==> src/rtl/dlt_pkg.sv <==
package dlt_pkg;

  localparam int LEN_W = 4;

  typedef enum logic [2:0] {
    OPC_LOAD_DIR   = 3'd0,
    OPC_LOAD_PTR   = 3'd1,
    OPC_STORE_DIR  = 3'd2,
    OPC_STORE_PTR  = 3'd3,
    OPC_LOAD_CREG  = 3'd4,
    OPC_REPEAT     = 3'd5,
    OPC_STORE_CREG = 3'd6,
    OPC_KEY        = 3'd7
  } dl_op_e;

  typedef enum logic [1:0] {
    PH_OPC = 2'd0,
    PH_WA  = 2'd1,
    PH_WB  = 2'd2,
    PH_RD  = 2'd3
  } dl_phase_e;

  // Item plan for one instruction: an optional single leading write,
  // a write group and a read group, each group optionally repeated.
  typedef struct packed {
    dl_op_e           op;
    logic [LEN_W-1:0] wa_len;
    logic [LEN_W-1:0] wb_len;
    logic             wb_rep;
    logic [LEN_W-1:0] rd_len;
    logic             rd_rep;
  } dl_plan_t;

endpackage

==> src/rtl/dlt_opdecode.sv <==
module dlt_opdecode
  import dlt_pkg::*;
#(
  parameter int KEY_LEN = 8
) (
  input  logic [7:0] opc_byte,
  output dl_plan_t   plan,
  output logic [2:0] addr_len,
  output logic [2:0] data_len
);

  localparam logic [LEN_W-1:0] ONE_B = LEN_W'(1);
  localparam logic [LEN_W-1:0] KEY_B = LEN_W'(KEY_LEN);

  logic [LEN_W-1:0] a_l;
  logic [LEN_W-1:0] d_l;

  assign a_l      = LEN_W'(opc_byte[3:2]) + ONE_B;
  assign d_l      = LEN_W'(opc_byte[1:0]) + ONE_B;
  assign addr_len = {1'b0, opc_byte[3:2]} + 3'd1;
  assign data_len = {1'b0, opc_byte[1:0]} + 3'd1;

  always_comb begin
    plan    = '0;
    plan.op = dl_op_e'(opc_byte[7:5]);
    unique case (plan.op)
      OPC_LOAD_DIR: begin
        plan.wa_len = a_l;
        plan.rd_len = d_l;
      end
      OPC_LOAD_PTR: begin
        plan.rd_len = d_l;
        plan.rd_rep = 1'b1;
      end
      OPC_STORE_DIR: begin
        plan.wa_len = a_l;
        plan.wb_len = d_l;
      end
      OPC_STORE_PTR: begin
        plan.wb_len = d_l;
        plan.wb_rep = 1'b1;
      end
      OPC_LOAD_CREG:  plan.rd_len = ONE_B;
      OPC_REPEAT:     plan.wb_len = d_l;
      OPC_STORE_CREG: plan.wb_len = ONE_B;
      OPC_KEY:        plan.wb_len = KEY_B;
      default:        plan.rd_len = ONE_B;
    endcase
  end

  // every instruction carries at least one item
  always_comb begin
    a_r2_has_items: assert ((plan.wa_len | plan.wb_len | plan.rd_len) != '0)
      else $error("opcode plan has no items");
  end

endmodule

==> src/rtl/dlt_item_asm.sv <==
module dlt_item_asm
  import dlt_pkg::*;
#(
  parameter int ITEM_W = 32
) (
  input  logic              clk,
  input  logic              rst_n,
  input  logic              clr,
  input  logic              en,
  input  logic [7:0]        byte_in,
  input  logic [LEN_W-1:0]  len,
  output logic              last,
  output logic [ITEM_W-1:0] value
);

  localparam int ITEM_BYTES = ITEM_W / 8;

  logic [LEN_W-1:0]  idx;
  logic [ITEM_W-1:0] acc;

  assign last = (idx == len - LEN_W'(1));

  // One lane per stored byte; the lane at the current index takes the
  // incoming byte, others keep what was gathered so far.
  for (genvar g = 0; g < ITEM_BYTES; g++) begin : g_lane
    assign value[8*g +: 8] = (en && idx == LEN_W'(g)) ? byte_in : acc[8*g +: 8];
  end

  always_ff @(posedge clk) begin
    if (!rst_n || clr) begin
      idx <= '0;
      acc <= '0;
    end else if (en) begin
      if (last) begin
        idx <= '0;
        acc <= '0;
      end else begin
        idx <= idx + LEN_W'(1);
        acc <= value;
      end
    end
  end

  // byte position never runs past the item length
  a_r4_idx_in_range: assert property (@(posedge clk) disable iff (!rst_n)
    en |-> (len != '0 && idx < len))
    else $error("item byte index beyond length");

endmodule

==> src/rtl/dlt_seq.sv <==
module dlt_seq
  import dlt_pkg::*;
#(
  parameter int ITEM_W = 32,
  parameter int REP_W  = 32
) (
  input  logic              clk,
  input  logic              rst_n,
  input  logic              brk,
  input  logic              byte_en,
  input  dl_plan_t          plan_in,
  input  logic              item_last,
  input  logic [ITEM_W-1:0] item_value,
  output logic              asm_en,
  output logic [LEN_W-1:0]  cur_len,
  output logic              item_fire,
  output logic              item_rd,
  output logic              opc_take,
  output logic              done,
  output logic              busy,
  output logic [REP_W-1:0]  rep_count
);

  localparam int CNT_W = REP_W + 1;
  localparam logic [CNT_W-1:0] CNT_ONE = CNT_W'(1);

  dl_phase_e        phase;
  dl_plan_t         plan_q;
  logic [CNT_W-1:0] rem;
  logic [REP_W-1:0] rep_q;
  logic             done_q;
  logic             take_rep;

  function automatic dl_phase_e first_phase(input dl_plan_t p);
    if (p.wa_len != '0)      return PH_WA;
    else if (p.wb_len != '0) return PH_WB;
    else                     return PH_RD;
  endfunction

  assign opc_take  = byte_en && (phase == PH_OPC);
  assign asm_en    = byte_en && (phase != PH_OPC);
  assign item_fire = asm_en && item_last;
  assign item_rd   = (phase == PH_RD);
  assign take_rep  = plan_in.wb_rep || plan_in.rd_rep;
  assign done      = done_q;
  assign busy      = (phase != PH_OPC);
  assign rep_count = rep_q;

  always_comb begin
    unique case (phase)
      PH_WA:   cur_len = plan_q.wa_len;
      PH_WB:   cur_len = plan_q.wb_len;
      PH_RD:   cur_len = plan_q.rd_len;
      default: cur_len = '0;
    endcase
  end

  always_ff @(posedge clk) begin
    if (!rst_n) begin
      phase  <= PH_OPC;
      plan_q <= '0;
      rem    <= '0;
      rep_q  <= '0;
      done_q <= 1'b0;
    end else begin
      done_q <= 1'b0;
      if (brk) begin
        phase <= PH_OPC;
        rem   <= '0;
        rep_q <= '0;
      end else if (opc_take) begin
        plan_q <= plan_in;
        phase  <= first_phase(plan_in);
        if (take_rep) begin
          rem   <= {1'b0, rep_q} + CNT_ONE;
          rep_q <= '0;
        end else begin
          rem <= CNT_ONE;
        end
      end else if (item_fire) begin
        if (phase == PH_WA) begin
          phase <= (plan_q.wb_len != '0) ? PH_WB : PH_RD;
          rem   <= CNT_ONE;
        end else if (rem > CNT_ONE) begin
          rem <= rem - CNT_ONE;
        end else if (phase == PH_WB && plan_q.rd_len != '0) begin
          phase <= PH_RD;
          rem   <= CNT_ONE;
        end else begin
          phase  <= PH_OPC;
          done_q <= 1'b1;
          if (plan_q.op == OPC_REPEAT) rep_q <= REP_W'(item_value);
        end
      end
    end
  end

  // a break leaves no instruction open and no pending count
  a_r6_break_clears: assert property (@(posedge clk) disable iff (!rst_n)
    brk |=> (phase == PH_OPC && rep_q == '0))
    else $error("break did not clear sequencer");

  // pointer transfers consume the count
  a_r5_count_consumed: assert property (@(posedge clk) disable iff (!rst_n)
    (opc_take && take_rep) |=> (rep_q == '0))
    else $error("repeat count not consumed");

  // other opcodes leave the count alone
  a_r5_count_kept: assert property (@(posedge clk) disable iff (!rst_n)
    (opc_take && !take_rep) |=> $stable(rep_q))
    else $error("repeat count changed by unrelated opcode");

  // once reads start, no write group follows inside the instruction
  a_r3_reads_last: assert property (@(posedge clk) disable iff (!rst_n)
    (phase == PH_RD && !brk) |=> (phase == PH_RD || phase == PH_OPC))
    else $error("write phase after read phase");

  // completion is a single-cycle pulse
  a_r7_done_single: assert property (@(posedge clk) disable iff (!rst_n)
    done_q |=> !done_q)
    else $error("done pulse longer than one cycle");

endmodule

==> src/rtl/dlt_insn_tracker.sv <==
module dlt_insn_tracker
  import dlt_pkg::*;
#(
  parameter int ITEM_W  = 32,
  parameter int REP_W   = 32,
  parameter int KEY_LEN = 8
) (
  input  logic              clk,
  input  logic              rst_n,
  input  logic              in_valid,
  output logic              in_ready,
  input  logic [7:0]        in_data,
  input  logic              brk,
  output logic              item_valid,
  input  logic              item_ready,
  output logic [ITEM_W-1:0] item_data,
  output logic              item_is_read,
  output logic [LEN_W-1:0]  item_len,
  output logic              op_strobe,
  output logic [2:0]        op_code,
  output logic [2:0]        op_addr_len,
  output logic [2:0]        op_data_len,
  output logic [3:0]        op_sel,
  output logic              busy,
  output logic              insn_done,
  output logic [REP_W-1:0]  rep_count
);

  dl_plan_t          plan;
  logic [2:0]        dec_alen;
  logic [2:0]        dec_dlen;
  logic              byte_en;
  logic              asm_en;
  logic              item_last;
  logic [ITEM_W-1:0] item_value;
  logic [LEN_W-1:0]  cur_len;
  logic              item_fire;
  logic              item_rd;
  logic              opc_take;

  assign in_ready = !brk && (!item_valid || item_ready);
  assign byte_en  = in_valid && in_ready;

  dlt_opdecode #(.KEY_LEN(KEY_LEN)) u_dec (
    .opc_byte (in_data),
    .plan     (plan),
    .addr_len (dec_alen),
    .data_len (dec_dlen)
  );

  dlt_item_asm #(.ITEM_W(ITEM_W)) u_asm (
    .clk     (clk),
    .rst_n   (rst_n),
    .clr     (brk),
    .en      (asm_en),
    .byte_in (in_data),
    .len     (cur_len),
    .last    (item_last),
    .value   (item_value)
  );

  dlt_seq #(.ITEM_W(ITEM_W), .REP_W(REP_W)) u_seq (
    .clk        (clk),
    .rst_n      (rst_n),
    .brk        (brk),
    .byte_en    (byte_en),
    .plan_in    (plan),
    .item_last  (item_last),
    .item_value (item_value),
    .asm_en     (asm_en),
    .cur_len    (cur_len),
    .item_fire  (item_fire),
    .item_rd    (item_rd),
    .opc_take   (opc_take),
    .done       (insn_done),
    .busy       (busy),
    .rep_count  (rep_count)
  );

  // Output item register
  always_ff @(posedge clk) begin
    if (!rst_n) begin
      item_valid   <= 1'b0;
      item_data    <= '0;
      item_is_read <= 1'b0;
      item_len     <= '0;
    end else if (item_fire) begin
      item_valid   <= 1'b1;
      item_data    <= item_value;
      item_is_read <= item_rd;
      item_len     <= cur_len;
    end else if (item_ready) begin
      item_valid <= 1'b0;
    end
  end

  // Opcode field latch
  always_ff @(posedge clk) begin
    if (!rst_n) begin
      op_strobe   <= 1'b0;
      op_code     <= '0;
      op_addr_len <= '0;
      op_data_len <= '0;
      op_sel      <= '0;
    end else begin
      op_strobe <= opc_take;
      if (opc_take) begin
        op_code     <= in_data[7:5];
        op_addr_len <= dec_alen;
        op_data_len <= dec_dlen;
        op_sel      <= in_data[3:0];
      end
    end
  end

  // a stalled item is held unchanged
  a_r8_item_hold: assert property (@(posedge clk) disable iff (!rst_n)
    (item_valid && !item_ready) |=>
      (item_valid && $stable(item_data) && $stable(item_is_read) && $stable(item_len)))
    else $error("stalled item changed");

  // completion coincides with a presented item
  a_r7_done_with_item: assert property (@(posedge clk) disable iff (!rst_n)
    insn_done |-> item_valid)
    else $error("done without item");

  // no byte is taken during a break
  a_r6_no_take_in_break: assert property (@(posedge clk) disable iff (!rst_n)
    brk |-> !in_ready)
    else $error("byte accepted during break");

  // opcode strobe lasts one cycle
  a_r1_strobe_single: assert property (@(posedge clk) disable iff (!rst_n)
    op_strobe |=> !op_strobe)
    else $error("opcode strobe longer than one cycle");

endmodule

==> config.mk <==
export PLATFORM = sky130hd
export DESIGN_NAME = dlt_insn_tracker
export DESIGN_NICKNAME = d
export VERILOG_FILES = /design/src/rtl/dlt_pkg.sv /design/src/rtl/dlt_opdecode.sv /design/src/rtl/dlt_item_asm.sv /design/src/rtl/dlt_seq.sv /design/src/rtl/dlt_insn_tracker.sv
export SDC_FILE = /design/constraint.sdc
export NUM_CORES = 1
export LEC_CHECK = 0
export CORE_ASPECT_RATIO = 0.7
export CORE_MARGIN = 10
export CORE_UTILIZATION = 48
export DETAILED_ROUTE_END_ITERATION = 12
export PLACE_DENSITY = 0.78
export SLEW_MARGIN = 20
export SYNTH_ARGS = -nofsm -noshare
export SYNTH_HDL_FRONTEND = slang
export SYNTH_SLANG_ARGS = --single-unit
export TNS_END_PERCENT = 20
==> constraint.sdc <==
create_clock -name clk -period 5.2 [get_ports clk]
set_input_delay 1.04 -clock clk [delete_from_list [all_inputs] [get_ports clk]]
set_output_delay 1.04 -clock clk [all_outputs]
set_load 0.005 [all_outputs]
==> impl_metrics.py, run 1 <==
metrics = {
    "status": {
        "outcome": "completed",
    },
    "yosys": {
        "avgSynthCellArea_um2": 9.11,
        "synth_ff_type": "dfxtp_1",
        "yosysTopAreaCellShare": 0.414,
        "ys_seq_area_frac": 0.414,
        "synth_area_mm2": 0.00817,
        "yosysWarnings": 0,
        "synth-compound-area-share": 0.231,
        "yosys_register_bits": 169,
        "syn_nets": 920,
        "async_flop_share": 0,
        "synth.top_cells.by_area": "dfxtp_1, nand2_1, mux2i_1",
        "synth_xor_area_frac": 0.0386,
        "synth_edf_count": 0,
        "synth.distinct_cells": 68,
        "yosys.area_share.simple": 0.209,
        "synthMuxAreaShare": 0.0504,
        "synth_top_area_cell": "dfxtp_1",
        "netlist_instances": 897,
        "synth_fa_ha_area_frac": 0.0153,
        "synth_top_family_by_area": "compound AO/OA/AOI/OAI gates",
    },
    "route": {
        "vias_per_cell": 6.46,
        "drt_iter0_markers": 1088,
        "dr.pass1.iters": 7,
        "drc": 0,
        "ant_nets": 0,
        "drt_wl_total_um": 26100,
        "routed-via-count": 7747,
        "routedWlPerCell_um": 21.7,
    },
    "critical_path": {
        "cp.arrival_ns": 4.06,
        "cp_max_fo": 15,
        "cp-start-kind": "register",
        "path_delay_family": "compound AO/OA/AOI/OAI gates",
        "crit_chain": "mux2i_1 > o21ai_0 > inv_1 > ha_1 > xnor2_1 > nor4_1 > o2111ai_1 > buf_4 > a2111oi_0 > a211oi_1",
        "slowest_delay_ns": 0.62,
        "criticalPathCategory": "register to register",
        "endpoint_kind": "register",
        "crit_buf_inv": 2,
        "r2r_start": "u_seq.phase[1]",
        "required_ns": 5.48,
        "crit_start": "u_seq.phase[1]",
        "slowest_stage": "dfxtp_1",
    },
    "die": {
        "die-area_mm2": 0.0227,
        "start_util": 0.495,
        "rows": 39,
        "core_mm2": 0.0165,
        "die_w_um": 176,
        "ios": 100,
        "die_y_um": 129,
    },
    "power_and_ir_drop": {
        "pwr-share-seq": 0.447,
        "power_frac_clock": 0.467,
        "peakVddDrop_mv": 0.207,
        "p_sw_uw": 860,
        "finalPower_uw": 2930,
        "p_leak_uw": 0.00400,
        "internal-power_uw": 2070,
        "combPwrFrac": 0.086,
        "power.density_mw_per_mm2": 296,
        "netSwitchingFraction": 0.293,
    },
    "clock_network": {
        "cts_hold_buffers": 0,
        "postCtsSetupRepairBufs": 0,
        "clk_pin_slew_ns": 0.08,
        "cts_sinks": 169,
        "numCtsBuffers": 17,
        "cts_root_buffer": "clkbuf_16",
        "cts_tree": "done",
        "cts-resized-gates": 0,
        "clock_latency_ns": 0.44,
        "cts-htree-levels": 4,
        "cts_buffer_depth": 2,
    },
    "final_layout": {
        "most-common-layout-cells": "dfxtp_1, nand2_1, clkdlybuf4s50_1",
        "layout.nets": 984,
        "final_common_cell": "dfxtp_1",
        "drive_above_1_share": 0.0708,
        "stdcell_area_mm2": 0.00991,
        "diodes": 0,
        "area_delta_synth_final_pct": 21.3,
    },
    "global_route": {
        "antenna_found_initial": 0,
        "first_global_vias": 6921,
        "grt_max_degree": 68,
        "grt-ovfl-total": 0,
        "gr-usage-all-layers": 0.220,
        "grt_pass1_wl_um": 40000,
    },
    "placed_design": {
        "place_area_mm2": 0.00926,
        "place_hpwl_um": 18000,
        "gp_congestion": 0.997,
        "io_buffers": 99,
    },
    "timing": {
        "min_period_ns": 3.77,
        "fmax_mhz": 265,
        "drv_slew": 0,
        "slew_headroom": 0.264,
        "setup_tns_ns": 0,
        "worst_pin_slew_ns": 1.10,
        "hold_violations": 0,
        "fin_crit_sh": 0.726,
        "setup_viol": 0,
        "skew_ns": 0.0147,
        "rsz0062_at_grt": "false",
    },
    "hold_path": {
        "holdCritPathClass": "register to register",
        "worstHoldStart": "op_data_len[2]",
    },
    "job": {
        "drv_cap": 0,
    },
}
-- final cells by class --
class,count,area [µm²]
tap,225,282
clock inverter,15,225
timing repair buffer,115,1110
fill,1444,6580
sequential,169,3380
multi-input combinational,649,4460
clock buffer,17,425
inverter,9,33.8
-- cells in the mapped netlist (3+ instances only) --
cell type,count
o31ai_1,6
and2_1,7
a21oi_1,9
or3_1,9
ha_1,10
buf_6,4
o21ai_0,18
xor2_1,18
mux2i_1,40
nand2_1,108
o211a_1,35
nand4_1,15
a211oi_1,7
nor2_1,67
nand3b_1,7
or2_2,4
nand2b_1,5
a21boi_0,23
buf_1,5
clkbuf_1,48
nand3_1,29
nor4_1,16
o2bb2ai_1,35
a31oi_1,4
o311ai_0,5
nor3_1,21
a22o_1,3
o22ai_1,15
o221ai_1,4
o32ai_1,17
and3_1,6
nor4_2,3
xnor2_1,18
and4_1,10
a32o_1,14
a221oi_1,6
a32oi_1,4
inv_1,8
dfxtp_1,169
or4_1,7
buf_2,12
o32a_1,3
nor3b_1,4
nor2b_1,6
a22oi_1,6
-- metal layers --
layer	routed length, µm	GRT usage	vias up	part of all wire
li1	-	-	3514	-
met1	11800	0.306	3723	0.45
met2	10400	0.307	466	0.40
met3	3570	0.0949	44	0.14
met4	347	0.0492	0	0.013
met5	0	0	-	0
-- stage by stage --
step | std cells | utilization | setup WS, ns | hold slack (ns)
finish | 1199 | 0.601 | 1.43 | 0.464
global route | 1199 | 0.601 | 1.09 | 0.489
CTS | 1199 | 0.601 | 1.34 | 0.468
detailed placement | 1167 | 0.561 | 1.19 | 0.456
global placement | 1167 | 0.561 | 1.36 | 0.448
floorplan | 897 | - | 2.28 | 0.436
-- registers in the layout, summed over array words and instances, names as in the netlist --
name             cells
u_seq.plan_q        13
item_len             4
u_seq.phase          2
item_is_read         1
u_seq.rep_count     32
op_code              3
u_seq.rem           33
op_strobe            1
item_valid           1
u_asm.idx            4
item_data           32
u_seq.done           1
op_data_len          3
op_addr_len          3
u_asm.acc           32
op_sel               4
-- worst min-delay path, cell delays in order, from the launching register on --
cell and delay, ns:
dfxtp_1 0.31, nand2_1 0.04, a21boi_0 0.06
-- cell families (layout without fill, tap and decap cells) --
logic type	Yosys count	count (layout)
flops	169	169
buf+inv	79	156
mux	41	41
simple gates	333	333
compound gates	229	229
xor+xnor	36	36
fa+ha+maj	10	10
-- final timing paths --
| kind | to | depth (start not counted) | slack, ns |
|---|---|---|---|
| setup / recovery | u_seq.phase[0] | 10 | 1.43 |
| hold reg to reg | op_data_len[2] | 2 | 0.46 |
| setup reg to reg | u_seq.phase[0] | 10 | 1.43 |
| hold / removal | op_data_len[2] | 2 | 0.46 |
-- power groups by stage --
| stage | clock network, µW | logic, µW | registers [µW] |
|---|---|---|---|
| 2_1_floorplan | 0 | 164 | 1340 |
| 3_3_place_gp | 0 | 239 | 1340 |
| 4_1_cts | 1370 | 241 | 1310 |
| 3_5_place_dp | 0 | 239 | 1340 |
| 5_1_grt | 1420 | 268 | 1310 |
| 6_report | 1370 | 252 | 1310 |
Power figures use the tool's default switching activity.
==> run 2: changes to the inputs <==
--- a/config.mk
+++ b/config.mk
@@ -9,7 +9,7 @@
 export CORE_MARGIN = 10
 export CORE_UTILIZATION = 48
 export DETAILED_ROUTE_END_ITERATION = 12
-export PLACE_DENSITY = 0.78
+export PLACE_DENSITY = 0.81
 export SLEW_MARGIN = 20
 export SYNTH_ARGS = -nofsm -noshare
 export SYNTH_HDL_FRONTEND = slang
==> constraint.sdc (replaced) <==
create_clock -name clk -period 3.4 [get_ports clk]
set_input_delay 0.68 -clock clk [delete_from_list [all_inputs] [get_ports clk]]
set_output_delay 0.68 -clock clk [all_outputs]
set_load 0.005 [all_outputs]
==> run 2 against run 1 <==
Effect of this change:
- first-iteration DRC count fell by 11%
- sequential power grew 53%
- total power increased by 52%
- sequential share of layout area fell by 0.70 points
- wire length is 6.0% higher
- via count up 1.9%
- critical endpoint is now u_seq.rem[26]
==> impl_metrics.py, run 2 (synthesis gave the netlist of run 1 again) <==
metrics = {
    "timing": {
        "fmax_mhz": 324,
        "fin_crit_sh": 0.907,
        "slew_headroom": 0.238,
        "min_period_ns": 3.08,
        "worst_pin_slew_ns": 1.13,
        "setup_viol": 0,
        "setup_tns_ns": 0,
        "hold_violations": 0,
        "drv_slew": 0,
        "setup_ws_ns": 0.317,
        "skew_ns": 0.0151,
        "rsz0062_at_grt": "false",
    },
    "placed_design": {
        "gp_congestion": 1.01,
        "io_buffers": 99,
        "place_ws_ns": 0.253,
        "place_hpwl_um": 19600,
    },
    "die": {
        "core_mm2": 0.0165,
        "ios": 100,
        "start_util": 0.495,
        "die-area_mm2": 0.0227,
        "die_y_um": 129,
        "die_w_um": 176,
        "rows": 39,
    },
    "global_route": {
        "grt-ovfl-total": 0,
        "gr-usage-all-layers": 0.237,
        "grt_max_degree": 69,
        "first_global_vias": 7532,
        "antenna_found_initial": 3,
        "grt_pass1_wl_um": 43300,
    },
    "critical_path": {
        "slowest_delay_ns": 0.55,
        "path_delay_family": "compound AO/OA/AOI/OAI gates",
        "required_ns": 3.72,
        "crit_chain": "mux2i_1 > o21ai_0 > inv_1 > ha_1 > xnor2_1 > nor4_2 > o2111a_2 > buf_4 > o221ai_1 > a32o_1",
        "criticalPathCategory": "register to register",
        "cp-start-kind": "register",
        "slowest_stage": "dfxtp_1",
        "cp_max_fo": 17,
        "endpoint_kind": "register",
        "cp.arrival_ns": 3.41,
        "crit_buf_inv": 2,
    },
    "clock_network": {
        "clk_pin_slew_ns": 0.08,
        "numCtsBuffers": 17,
        "cts_root_buffer": "clkbuf_16",
        "cts-htree-levels": 4,
        "cts_buffer_depth": 2,
        "cts_tree": "done",
        "postCtsSetupRepairBufs": 0,
        "cts_sinks": 169,
        "clock_latency_ns": 0.44,
    },
    "power_and_ir_drop": {
        "combPwrFrac": 0.096,
        "pwr-share-seq": 0.451,
        "p_leak_uw": 0.00413,
        "power.density_mw_per_mm2": 440,
        "p_sw_uw": 1290,
        "power_frac_clock": 0.454,
        "peakVddDrop_mv": 0.252,
        "netSwitchingFraction": 0.289,
        "internal-power_uw": 3160,
    },
    "final_layout": {
        "area_delta_synth_final_pct": 23.8,
        "largest_register_ff_count": 33,
        "top_register": "u_seq.rem",
        "fill_cells": 1397,
        "layout.nets": 1012,
        "most-common-layout-cells": "dfxtp_1, nand2_1, clkdlybuf4s50_1",
        "final_util": 0.613,
        "final_common_cell": "dfxtp_1",
        "drive_above_1_share": 0.0968,
    },
    "hold_path": {
        "holdCritPathClass": "register to register",
    },
    "route": {
        "dr.pass1.iters": 6,
        "ant_nets": 0,
        "routedWlPerCell_um": 22.5,
        "drt_iter0_markers": 964,
        "drt_wl_total_um": 27600,
        "routed-via-count": 7898,
        "drc": 0,
        "vias_per_cell": 6.43,
    },
    "status": {
        "outcome": "completed",
    },
    "job": {
        "drv_cap": 0,
    },
}
-- run 2: through the flow --
stage | total power [µW] | area [µm²] | instances | hold slack, ns
floorplan | 2300 | 8170 | 897 | 0.436
global placement | 2460 | 9490 | 1195 | 0.444
detailed placement | 2460 | 9490 | 1195 | 0.454
CTS | 4430 | 10100 | 1227 | 0.465
global route | 4560 | 10100 | 1227 | 0.485
finish | 4450 | 10100 | 1228 | 0.460
-- run 2: what timing repair did --
action	4_1_cts	5_1_grt
setup endpoints to repair	0	20
gates resized for setup	0	1
hold buffers	0	0
-- run 2: path summary, 6_finish.rpt --
path / start / to / slack (ns) / cells after the start
setup reg to reg: u_seq.phase[1] / u_seq.rem[26] / 0.32 / 10
hold reg to reg: u_seq.plan_q[15] / u_seq.plan_q[15] / 0.46 / 2
setup / recovery: u_seq.phase[1] / u_seq.rem[26] / 0.32 / 10
hold / removal: u_seq.plan_q[15] / u_seq.plan_q[15] / 0.46 / 2
-- run 2: per-layer routing --
metal,vias up,GRT usage,part of all wire,wire length (µm)
li1,3557,-,-,-
met1,3768,0.332,0.44,12200
met3,60,0.0868,0.13,3680
met4,2,0.0626,0.016,445
met2,511,0.335,0.41,11300
met5,-,0,0.00047,13
-- run 2: worst min-delay path, stage by stage, from the launching register on --
cell      delay (ns)
dfxtp_1         0.31
nand2_1         0.04
a21boi_0        0.06
-- run 2: area by class of cell --
type                            count  area (µm²)  share of cell area
Multi-Input combinational cell    649        4460               0.441
Sequential cell                   169        3380               0.334
Timing Repair Buffer              143        1340               0.133
Clock buffer                       17         425              0.0420
Tap cell                          225         282              0.0278
Clock inverter                     15         191              0.0189
Inverter                            9        33.8             0.00334
Antenna cell                        1        2.50            0.000247
-- run 2: power groups by stage --
stage	Sequential (µW)	Clock [µW]	Combinational [µW]
global placement	2050	0	408
floorplan	2050	0	251
CTS	2000	2020	410
finish	2000	2020	427
detailed placement	2050	0	407
global route	2010	2110	452
==> run 3: changes to the inputs <==
--- a/config.mk
+++ b/config.mk
@@ -5,6 +5,7 @@
 export SDC_FILE = /design/constraint.sdc
 export NUM_CORES = 1
 export LEC_CHECK = 0
+export ABC_CLOCK_PERIOD_IN_PS = 3400
 export CORE_ASPECT_RATIO = 0.7
 export CORE_MARGIN = 10
 export CORE_UTILIZATION = 48
==> results of run 3 <==
No change in the layout: final DEF, timing and power equal those of run 2.
